[src/rtl/tlbt_pkg.sv]
`timescale 1ns/1ps
package tlbt_pkg;
  localparam int LA_W = 20;

  // command register fields
  localparam int CB_OP  = 0;
  localparam int CB_VLD = 11;
  localparam int CB_DP  = 9;  // dirty pair at 10:9
  localparam int CB_UP  = 7;  // user pair at 8:7
  localparam int CB_WP  = 5;  // writable pair at 6:5

  // data register fields
  localparam int DB_PCD = 11;
  localparam int DB_PWT = 10;
  localparam int DB_LRU = 7;  // 9:7
  localparam int DB_HIT = 4;
  localparam int DB_WAY = 2;  // 3:2

  typedef enum logic {OP_WRITE = 1'b0, OP_LOOKUP = 1'b1} tlbt_op_e;

  function automatic logic pair_write(input logic [1:0] pr, input logic old);
    case (pr)
      2'b01:   return 1'b0;
      2'b10:   return 1'b1;
      default: return old;
    endcase
  endfunction

  function automatic logic pair_match(input logic [1:0] pr, input logic st);
    case (pr)
      2'b00:   return 1'b0;
      2'b01:   return ~st;
      2'b10:   return st;
      default: return 1'b1;
    endcase
  endfunction
endpackage

[src/rtl/tlbt_way_match.sv]
`timescale 1ns/1ps
module tlbt_way_match #(
  parameter int TAG_W = 17
) (
  input  logic             valid,
  input  logic [TAG_W-1:0] tag_st,
  input  logic [TAG_W-1:0] tag_in,
  input  logic [2:0]       attr_st,  // {dirty, user, writable}
  input  logic [5:0]       pairs,    // {dirty pair, user pair, writable pair}
  output logic             hit
);
  import tlbt_pkg::*;
  logic [2:0] attr_ok;

  always_comb begin
    attr_ok[2] = pair_match(pairs[5:4], attr_st[2]);
    attr_ok[1] = pair_match(pairs[3:2], attr_st[1]);
    attr_ok[0] = pair_match(pairs[1:0], attr_st[0]);
    hit = valid && (tag_st == tag_in) && (&attr_ok);
  end
endmodule

[src/rtl/tlbt_prio.sv]
`timescale 1ns/1ps
module tlbt_prio #(
  parameter int WAYS = 4,
  localparam int WAY_W = $clog2(WAYS)
) (
  input  logic [WAYS-1:0]  req,
  output logic             any,
  output logic [WAY_W-1:0] idx
);
  always_comb begin
    any = 1'b0;
    idx = '0;
    for (int i = WAYS - 1; i >= 0; i--) begin
      if (req[i]) begin
        any = 1'b1;
        idx = WAY_W'(i);
      end
    end
  end
endmodule

[src/rtl/tlbt_plru.sv]
`timescale 1ns/1ps
module tlbt_plru (
  input  logic [2:0] state,      // {b2, b1, b0}
  input  logic [1:0] touch_way,
  output logic [1:0] victim,
  output logic [2:0] next_state
);
  always_comb begin
    if (!state[0]) victim = state[1] ? 2'd1 : 2'd0;
    else           victim = state[2] ? 2'd3 : 2'd2;

    next_state = state;
    if (!touch_way[1]) begin
      next_state[0] = 1'b1;
      next_state[1] = ~touch_way[0];
    end else begin
      next_state[0] = 1'b0;
      next_state[2] = ~touch_way[0];
    end
  end
endmodule

[src/rtl/tlb_test_unit.sv]
`timescale 1ns/1ps
module tlb_test_unit #(
  parameter int SETS = 8,
  parameter int WAYS = 4
) (
  input  logic        clk,
  input  logic        rst_n,
  input  logic        cmd_we,
  input  logic [31:0] cmd_wdata,
  input  logic        dat_we,
  input  logic [31:0] dat_wdata,
  output logic [31:0] cmd_q,
  output logic [31:0] dat_q
);
  import tlbt_pkg::*;

  localparam int IDX_W = $clog2(SETS);
  localparam int TAG_W = LA_W - IDX_W;
  localparam int WAY_W = $clog2(WAYS);

  // command decode
  logic [LA_W-1:0]  la;
  logic [IDX_W-1:0] set_idx;
  logic [TAG_W-1:0] tag_in;
  logic [5:0]       pairs;
  logic             do_wr, do_lk;
  logic [31:0]      dat_eff;

  assign la      = cmd_wdata[31:12];
  assign set_idx = la[IDX_W-1:0];
  assign tag_in  = la[LA_W-1:IDX_W];
  assign pairs   = {cmd_wdata[CB_DP +: 2], cmd_wdata[CB_UP +: 2], cmd_wdata[CB_WP +: 2]};
  assign do_wr   = cmd_we && (tlbt_op_e'(cmd_wdata[CB_OP]) == OP_WRITE);
  assign do_lk   = cmd_we && (tlbt_op_e'(cmd_wdata[CB_OP]) == OP_LOOKUP);
  assign dat_eff = dat_we ? dat_wdata : dat_q;

  // entry storage
  logic [WAYS-1:0]  valid_q [SETS];
  logic [2:0]       lru_q   [SETS];
  logic [TAG_W-1:0] tag_q   [SETS][WAYS];
  logic [LA_W-1:0]  pa_q    [SETS][WAYS];
  logic [2:0]       attr_q  [SETS][WAYS];  // {dirty, user, writable}
  logic [1:0]       cc_q    [SETS][WAYS];  // {pcd, pwt}

  // per-way match
  logic [WAYS-1:0] hit_vec;
  genvar gw;
  generate
    for (gw = 0; gw < WAYS; gw++) begin : g_way
      tlbt_way_match #(.TAG_W(TAG_W)) u_match (
        .valid   (valid_q[set_idx][gw]),
        .tag_st  (tag_q[set_idx][gw]),
        .tag_in  (tag_in),
        .attr_st (attr_q[set_idx][gw]),
        .pairs   (pairs),
        .hit     (hit_vec[gw])
      );
    end
  endgenerate

  logic             hit_any;
  logic [WAY_W-1:0] hit_way;
  tlbt_prio #(.WAYS(WAYS)) u_prio (.req(hit_vec), .any(hit_any), .idx(hit_way));

  // replacement
  logic [WAY_W-1:0] victim, tgt_way, touch_way;
  logic [2:0]       lru_nxt;

  assign tgt_way   = dat_eff[DB_HIT] ? dat_eff[DB_WAY +: WAY_W] : victim;
  assign touch_way = do_lk ? hit_way : tgt_way;

  tlbt_plru u_plru (
    .state      (lru_q[set_idx]),
    .touch_way  (touch_way),
    .victim     (victim),
    .next_state (lru_nxt)
  );

  // state with reset
  always_ff @(posedge clk) begin
    if (!rst_n) begin
      for (int s = 0; s < SETS; s++) begin
        valid_q[s] <= '0;
        lru_q[s]   <= '0;
      end
    end else begin
      if (do_wr) valid_q[set_idx][tgt_way] <= cmd_wdata[CB_VLD];
      if (do_wr || (do_lk && hit_any)) lru_q[set_idx] <= lru_nxt;
    end
  end

  // payload storage, no reset needed
  always_ff @(posedge clk) begin
    if (do_wr) begin
      tag_q[set_idx][tgt_way]     <= tag_in;
      pa_q[set_idx][tgt_way]      <= dat_eff[31:12];
      cc_q[set_idx][tgt_way]      <= {dat_eff[DB_PCD], dat_eff[DB_PWT]};
      attr_q[set_idx][tgt_way][2] <= pair_write(pairs[5:4], attr_q[set_idx][tgt_way][2]);
      attr_q[set_idx][tgt_way][1] <= pair_write(pairs[3:2], attr_q[set_idx][tgt_way][1]);
      attr_q[set_idx][tgt_way][0] <= pair_write(pairs[1:0], attr_q[set_idx][tgt_way][0]);
    end
  end

  // lookup result merge
  logic [31:0] dat_lk;
  always_comb begin
    dat_lk = dat_eff;
    dat_lk[DB_HIT] = hit_any;
    if (hit_any) begin
      dat_lk[31:12]               = pa_q[set_idx][hit_way];
      dat_lk[DB_PCD]              = cc_q[set_idx][hit_way][1];
      dat_lk[DB_PWT]              = cc_q[set_idx][hit_way][0];
      dat_lk[DB_LRU +: 3]         = lru_q[set_idx];
      dat_lk[DB_WAY +: WAY_W]     = hit_way;
    end
  end

  // test registers
  always_ff @(posedge clk) begin
    if (!rst_n) begin
      cmd_q <= '0;
      dat_q <= '0;
    end else begin
      if (cmd_we) cmd_q <= cmd_wdata;
      if (do_lk)       dat_q <= dat_lk;
      else if (dat_we) dat_q <= dat_wdata;
    end
  end
endmodule

[config.mk]
export PLATFORM = sky130hd
export DESIGN_NAME = tlb_test_unit
export DESIGN_NICKNAME = d
export VERILOG_FILES = /design/src/rtl/tlbt_pkg.sv /design/src/rtl/tlbt_way_match.sv /design/src/rtl/tlbt_prio.sv /design/src/rtl/tlbt_plru.sv /design/src/rtl/tlb_test_unit.sv
export SDC_FILE = /design/constraint.sdc
export NUM_CORES = 2
export LEC_CHECK = 0
export BUFFER_PORTS_ARGS = -buffer_cell sky130_fd_sc_hd__buf_2
export CAP_MARGIN = 20
export CORE_MARGIN = 2
export CORE_UTILIZATION = 60
export CTS_CLUSTER_SIZE = 14
export DETAILED_ROUTE_END_ITERATION = 10
export PLACE_DENSITY = 0.73
export SYNTH_ARGS = -nofsm -noshare
export SYNTH_HDL_FRONTEND = slang
export SYNTH_SLANG_ARGS = --single-unit
export TNS_END_PERCENT = 5
[constraint.sdc]
create_clock -name clk -period 14 [get_ports clk]
set_clock_uncertainty 0.2 [all_clocks]
set_input_delay 2.1 -clock clk [delete_from_list [all_inputs] [get_ports clk]]
set_output_delay 2.1 -clock clk [all_outputs]
set_load 0.005 [all_outputs]
# Yosys cells after proc, flatten, opt, wreduce, memory -nomap -nowiden
# Memories as Yosys holds them, arrays and structs flattened.
# Cells that the tools add are included.
[totals]
register_bits = 64
latchBits = 0
ram_bits = 1400
rom_bits = 0
input_bits = 68
output_inout_bits = 64
wordCells = 190
memories = 6
[memory_table]
columns = ["name", "words", "width", "rd", "rd_ports_with_merged_regs", "write_ports", "line", "source"]
rows = [
  ["pa_q", 8, 80, 1, 0, 1, "tlb_test_unit.sv:41", "logic [LA_W-1:0] pa_q [SETS][WAYS];"],
  ["tag_q", 8, 68, 1, 0, 1, "tlb_test_unit.sv:40", "logic [TAG_W-1:0] tag_q [SETS][WAYS];"],
  ["attr_q", 8, 12, 1, 0, 1, "tlb_test_unit.sv:42", "logic [2:0] attr_q [SETS][WAYS];"],
  ["cc_q", 8, 8, 1, 0, 1, "tlb_test_unit.sv:43", "logic [1:0] cc_q [SETS][WAYS];"],
  ["valid_q", 8, 4, 1, 0, 8, "tlb_test_unit.sv:38", "logic [WAYS-1:0] valid_q [SETS];"],
  ["lru_q", 8, 3, 1, 0, 8, "tlb_test_unit.sv:39", "logic [2:0] lru_q [SETS];"],
]
[classes]
addsub = 0
n_mul = 0
div = 0
n_lt_le_gt_ge = 5
eq_ne = 10
shifts = 0
n_mux = 104
bitwise = 40
reduce_logical = 23
[op_table]
columns = ["op", "count"]
rows = [
  ["80-bit 2-to-1 mux", 1],
  ["17-bit == test", 4],
  ["68-bit 2-to-1 mux", 1],
  ["32-bit 2-to-1 mux", 2],
  ["20-bit 2-to-1 mux", 3],
  ["1-bit 2-to-1 mux", 45],
  ["20-bit binary-select mux with 2-bit select", 1],
  ["20-bit demux with 2-bit select", 1],
  ["12-bit 2-to-1 mux", 3],
  ["1-bit one-hot mux with 3 select lines", 12],
  ["17-bit demux with 2-bit select", 1],
  ["25-bit 2-to-1 mux", 1],
  ["2-bit 2-to-1 mux", 12],
  ["1-bit OR", 24],
  ["3-bit demux with 2-bit select", 3],
  ["3-bit 2-to-1 mux", 6],
  ["17-bit 2-to-1 mux", 1],
  ["1-bit inverter", 14],
  ["1-bit logical AND", 13],
  ["4-bit 2-to-1 mux", 3],
  ["3-bit AND reduction", 4],
  ["8-bit 2-to-1 mux", 1],
  ["3-bit binary-select mux with 2-bit select", 1],
  ["2-bit by 1-bit == test with 1-bit output, second input constant", 3],
  ["14 further kinds", 22],
]

# Depth between registers and ports, before layout
# An unclocked memory read counts as a cell.
[depth]
word_depth = 16
mapped_depth = 18
ltp_nobuf = 10

# By module
# From an unflattened synthesis, not the netlist that was laid out.
[hier_totals]
cells_unflattened = 3338
area_unflattened_um2 = 57161.1
[by_module_without_submodules]
columns = ["module", "instances", "cells_each", "area_each_um2", "seq_area_each_um2"]
rows = [
  ["tlb_test_unit", 1, 3216, 56163.9, 43321.5],
  ["tlbt_way_match", 4, 27, 229.0, 0.0],
  ["tlbt_plru", 1, 7, 46.3, 0.0],
  ["tlbt_prio", 1, 7, 35.0, 0.0],
]

# Worst setup path after synthesis
# No wires, ideal clock.
[synth_timing]
kind = "input port to flip-flop"
startpoint = "input port cmd_wdata[14]"
endpoint = "memory attr_q[5][0] (netlist name), enable pin"
setup_ps = 442
arrival_ps = 6366
required_time_ps = 13358
setup_slack_ps = 6992
path_stages = 14
n_path_buf = 12
cell_sequence = "buf_6 > buf_8 > buf_6 > buf_4 > buf_4 > buf_2 > buf_2 > buf_2 > buf_2 > buf_2 > buf_2 > nand2_1 > clkbuf_1 > nor2_1"
[synth_between]
elab_chain_len = 11
elab_cells_between_ends = 18
cone_classes = "order compare (2); mux (11); bitwise (3); reduce/logical (1); memory (1)"
[synth_rtl]
columns = ["element", "line", "source"]
rows = [
  ["start: declaration", "tlb_test_unit.sv:9", "input logic [31:0] cmd_wdata,"],
  ["memory read 8 x 3 bit", "-", ""],
  ["1-bit 2-to-1 mux (on tied branches)", "tlbt_plru.sv:9, tlbt_plru.sv:10", ""],
  ["2-bit 2-to-1 mux", "tlbt_plru.sv:9", "if (!state[0]) victim = state[1] ? 2'd1 : 2'd0;"],
  ["2-bit 2-to-1 mux", "tlb_test_unit.sv:69", "assign tgt_way = dat_eff[DB_HIT] ? dat_eff[DB_WAY +: WAY_W] : victim;"],
  ["2-bit inverter with 3-bit output (not written as such)", "tlb_test_unit.sv:98, tlb_test_unit.sv:99, tlb_test_unit.sv:100", ""],
  ["3-bit >= comparator (not written as such) / 3-bit by 1-bit < comparator with 1-bit output (equally long branches)", "tlb_test_unit.sv:100", "attr_q[set_idx][tgt_way][0] <= pair_write(pairs[1:0], attr_q[set_idx][tgt_way][0]);"],
  ["1-bit logical AND (not written as such)", "tlb_test_unit.sv:100", ""],
  ["1-bit 2-to-1 mux (not written as such)", "tlb_test_unit.sv:100", ""],
  ["3-bit demux with 2-bit select", "tlb_test_unit.sv:100", ""],
  ["12-bit 2-to-1 mux (not written as such)", "tlb_test_unit.sv:100", ""],
  ["1-bit OR (no source line)", "-", ""],
  ["end: declaration", "tlb_test_unit.sv:42", ""],
]
# Parallel ways exist; a longest one is shown, timed or not.

==> summary.txt <==
Count of warnings emitted by yosys -> 0
Share of synthesized registers carrying an async set or reset -> 0%
H-tree level count -> 4
Post-Syn Nets -> 3,478
Post-route cell area -> 64,520 sq um
Power per standard cell area -> 142.2 nW/um^2
Max IR drop VDD -> 0.0001271 V
Detail-routed via count per cell -> 7.104
TNS Setup -> 0 ns
Transition time at the pin with the least slew margin -> 1.199 ns
Largest fanout of any net on the critical path -> 68
Reg clk slew, reported paths -> 0.06 ns
Arrival time at the worst endpoint -> 8.39 ns
Maximum number of pins on one net before global-route repair -> 133
Syn_area_per_cell -> 17.00 sq um
Vias in the first global route -> 34,043
Count of antenna-violating nets left after detailed routing -> 0
Setup slack of the most critical reg-to-reg path -> 8.96 ns
Sequential cell area fraction in the yosys report -> 74.78%
Maximum frequency from static timing analysis -> 122.4 MHz
Number of gates resized after CTS -> 0
Total DRC errors in the routed layout -> 0
Per-cell routed wire length -> 35.13 microns
Count of unique library cells instantiated by Yosys -> 90
Die width -> 314.7 microns
Worst Setup End Kind -> register
Number of setup violations in the final report -> 0
Kind of start point of the critical path -> input pin
Crit path required time -> 14.22 ns
Standard cell area after detailed placement -> 60,080 sq um
Clock tree from TritonCTS -> built
Core Box Area -> 95,290 sq um
Max Cap Violations -> 0
Post-Place Cells -> 4,668
Post-detailed-routing wire length -> 173,200 microns
Critical path class -> input pin to register
Final weighted congestion in routability-driven placement -> 0.9706
Overall via count from detail_route -> 35,017
Number of buffers added on ports -> 131
Root Driver -> sky130_fd_sc_hd__clkbuf_16
Clk Latency, worst-skew pair -> 0.76 ns
Final global-route overflow total -> 0
Final hold violation count -> 0
Max Slew Vio Count -> 0
Proportion of layout cells with a drive suffix above 1 -> 18.73%
RSZ-0062 raised after global routing -> no
Number of antenna violations at the first check in global routing -> 2
Number of setup buffers added after CTS -> 0
Ys flop type -> sky130_fd_sc_hd__edfxtp_1
Number of buffers on the longest clock path -> 3
# rows -> 113
Slew headroom -> 19.39%
Instance count of the mapped netlist -> 3,407
Largest stage delay on the critical path -> 1.07 ns
Die area -> 99,060 sq um
Status -> completed
First DRT Iteration DRCs -> 5,594
Area growth from synthesis to layout -> 11.36%
Core Util, Final -> 67.71%
Slowest cell on the critical path -> sky130_fd_sc_hd__o31ai_1
Final WS setup -> 5.827 ns
Number of ports placed on the die boundary -> 132
Number of buffers created by CTS -> 145
Initial Util -> 60.80%
Count of hold buffers inserted by post-cts repair -> 0
Leak pwr -> 21.59 nW
Number of nets in the layout -> 3,621
Worst hold path type -> register to register
Number of clock sinks -> 1,464
Pre-CTS setup slack -> 5.525 ns
Die H -> 314.7 microns
First-pass GRT wire length -> 244,100 microns
Period Utilization, post-route -> 58.38%
Post-synthesis sequential element count -> 1,464
Tmin final -> 8.173 ns
Cell-by-cell trace of the critical path -> buf_6 > buf_4 > buf_4 > mux4_2 > mux2i_1 > mux2i_1 > nor4_1 > and3_1 > nand2_1 > nand2_1 > o31ai_1 > o21ai_0
Post-route insts no fill -> 4,929
HPWL after DPL -> 97,210 microns
Netlist area before placement -> 57,940 sq um
Number of enable-type register cells in the synthesized netlist -> 1,400
GRT Overall Usage -> 35.03%
Number of optimization iterations in the first detailed-route pass -> 7
## cell type report
| type | count | area (sq um) |
|---|---|---|
| inverters | 30 | 112.6 |
| diodes | 1 | 2.502 |
| multi-input cells | 1684 | 13640 |
| fillers | 6236 | 30770 |
| flip-flops and latches | 1464 | 43320 |
| well taps | 1265 | 1583 |
| clock inverters | 67 | 503.0 |
| repair buffers | 225 | 1419 |
| clock buffers | 193 | 3934 |
## sequential cells by signal, indices dropped and copies added (netlist names)
register,count
attr_q,96
cc_q,64
cmd_q,32
dat_q,32
lru_q,24
pa_q,640
tag_q,544
valid_q,32
## where the power goes
part           switching, W  total [W]  internal, W
registers         0.0000183    0.00489      0.00487
clock network       0.00161    0.00367      0.00205
logic              0.000441   0.000617     0.000177
total               0.00207    0.00918      0.00710
## critical path, delay by kind of cell
family,cells,cell delay [ns]
simple gates,4,1.40
buf+inv,3,1.86
mux,3,1.33
compound gates,2,1.47
## Yosys cell counts (11+ instances only)
cell type                  instances  share of area (%)
sky130_fd_sc_hd__clkbuf_1        111               0.72
sky130_fd_sc_hd__mux2_2          119                2.3
sky130_fd_sc_hd__o21ai_0         100               0.86
sky130_fd_sc_hd__a221oi_1         86                1.3
sky130_fd_sc_hd__nand4_1          25               0.27
sky130_fd_sc_hd__xnor2_1          30               0.45
sky130_fd_sc_hd__inv_1            28               0.18
sky130_fd_sc_hd__nor2b_1          11               0.12
sky130_fd_sc_hd__a22o_1           37               0.56
sky130_fd_sc_hd__nor4_1           12               0.13
sky130_fd_sc_hd__a21oi_1          91               0.79
sky130_fd_sc_hd__buf_6            14               0.27
sky130_fd_sc_hd__buf_2            51               0.44
sky130_fd_sc_hd__edfxtp_1       1400                 73
sky130_fd_sc_hd__nor2_1          189                1.2
sky130_fd_sc_hd__nand3_1          36               0.31
sky130_fd_sc_hd__a221o_1          32               0.55
sky130_fd_sc_hd__mux4_2           61                2.4
sky130_fd_sc_hd__dfxtp_1          64                2.2
sky130_fd_sc_hd__o22ai_1          43               0.46
sky130_fd_sc_hd__o211ai_1         15               0.19
sky130_fd_sc_hd__buf_1            33               0.21
sky130_fd_sc_hd__nand2_1         104               0.67
sky130_fd_sc_hd__a22oi_1         177                2.3
sky130_fd_sc_hd__mux2i_1         263                4.5
sky130_fd_sc_hd__and3_1           22               0.24
sky130_fd_sc_hd__nor3_1           17               0.15
sky130_fd_sc_hd__buf_4            18               0.23
sky130_fd_sc_hd__xor2_1           21               0.32
## worst paths after layout
path | from | to | cells past startpoint
worst max-delay path | cmd_wdata[12] | lru_q[7][2] | 12
worst min-delay path | cmd_q[0] | cmd_q[0] | 2
worst max register to register | attr_q[7][6] | lru_q[7][2] | 9
worst min register to register | cmd_q[0] | cmd_q[0] | 2
## per-stage QoR
| stage | total power, W | hold slack (ns) |
|---|---|---|
| finish | 0.009176 | 0.2867 |
| global route | 0.009384 | 0.3035 |
| CTS | 0.009175 | 0.2860 |
| detailed placement | 0.005581 | 0.2706 |
| global placement | 0.005565 | 0.2656 |
| floorplan | 0.005316 | 0.2668 |
## routing by layer
| metal | vias up | wire (microns) | global-route usage [%] |
|---|---|---|---|
| met5 | - | 13 | 0 |
| met4 | 2 | 9831 | 17.99 |
| met1 | 17619 | 60430 | 46.84 |
| met2 | 2834 | 79910 | 53.95 |
| li1 | 14022 | - | - |
| met3 | 540 | 22970 | 8.762 |
## cell usage in the layout, fill, tap and decap left out, types with 64 or more instances in the layout
cell                        synthesis  final
sky130_fd_sc_hd__buf_4             18     91
sky130_fd_sc_hd__mux2i_1          263    263
sky130_fd_sc_hd__dfxtp_1           64     64
sky130_fd_sc_hd__a21oi_1           91     91
sky130_fd_sc_hd__a22oi_1          177    177
sky130_fd_sc_hd__buf_2             51    128
sky130_fd_sc_hd__a221oi_1          86     86
sky130_fd_sc_hd__nand2_1          104    104
sky130_fd_sc_hd__edfxtp_1        1400   1400
sky130_fd_sc_hd__o21ai_0          100    100
sky130_fd_sc_hd__mux2_2           119    119
sky130_fd_sc_hd__nor2_1           189    159
sky130_fd_sc_hd__clkbuf_16          0    149
## cell families (layout without fill, tap and decap cells)
group                    after synthesis  count (layout)  share of synthesized area (%)
AO/OA/AOI/OAI                        695             695                          8.807
XOR/XNOR                              51              51                         0.7710
adder cells (fa/ha/maj)                3               3                        0.06480
buffers and inverters                259             515                          2.125
flip-flops                          1464            1464                          74.78
multiplexers                         447             447                          9.325
other                                  0               1                              0
AND/OR/NAND/NOR                      488             488                          4.131
No activity file was read; power rests on OpenSTA's default activity.
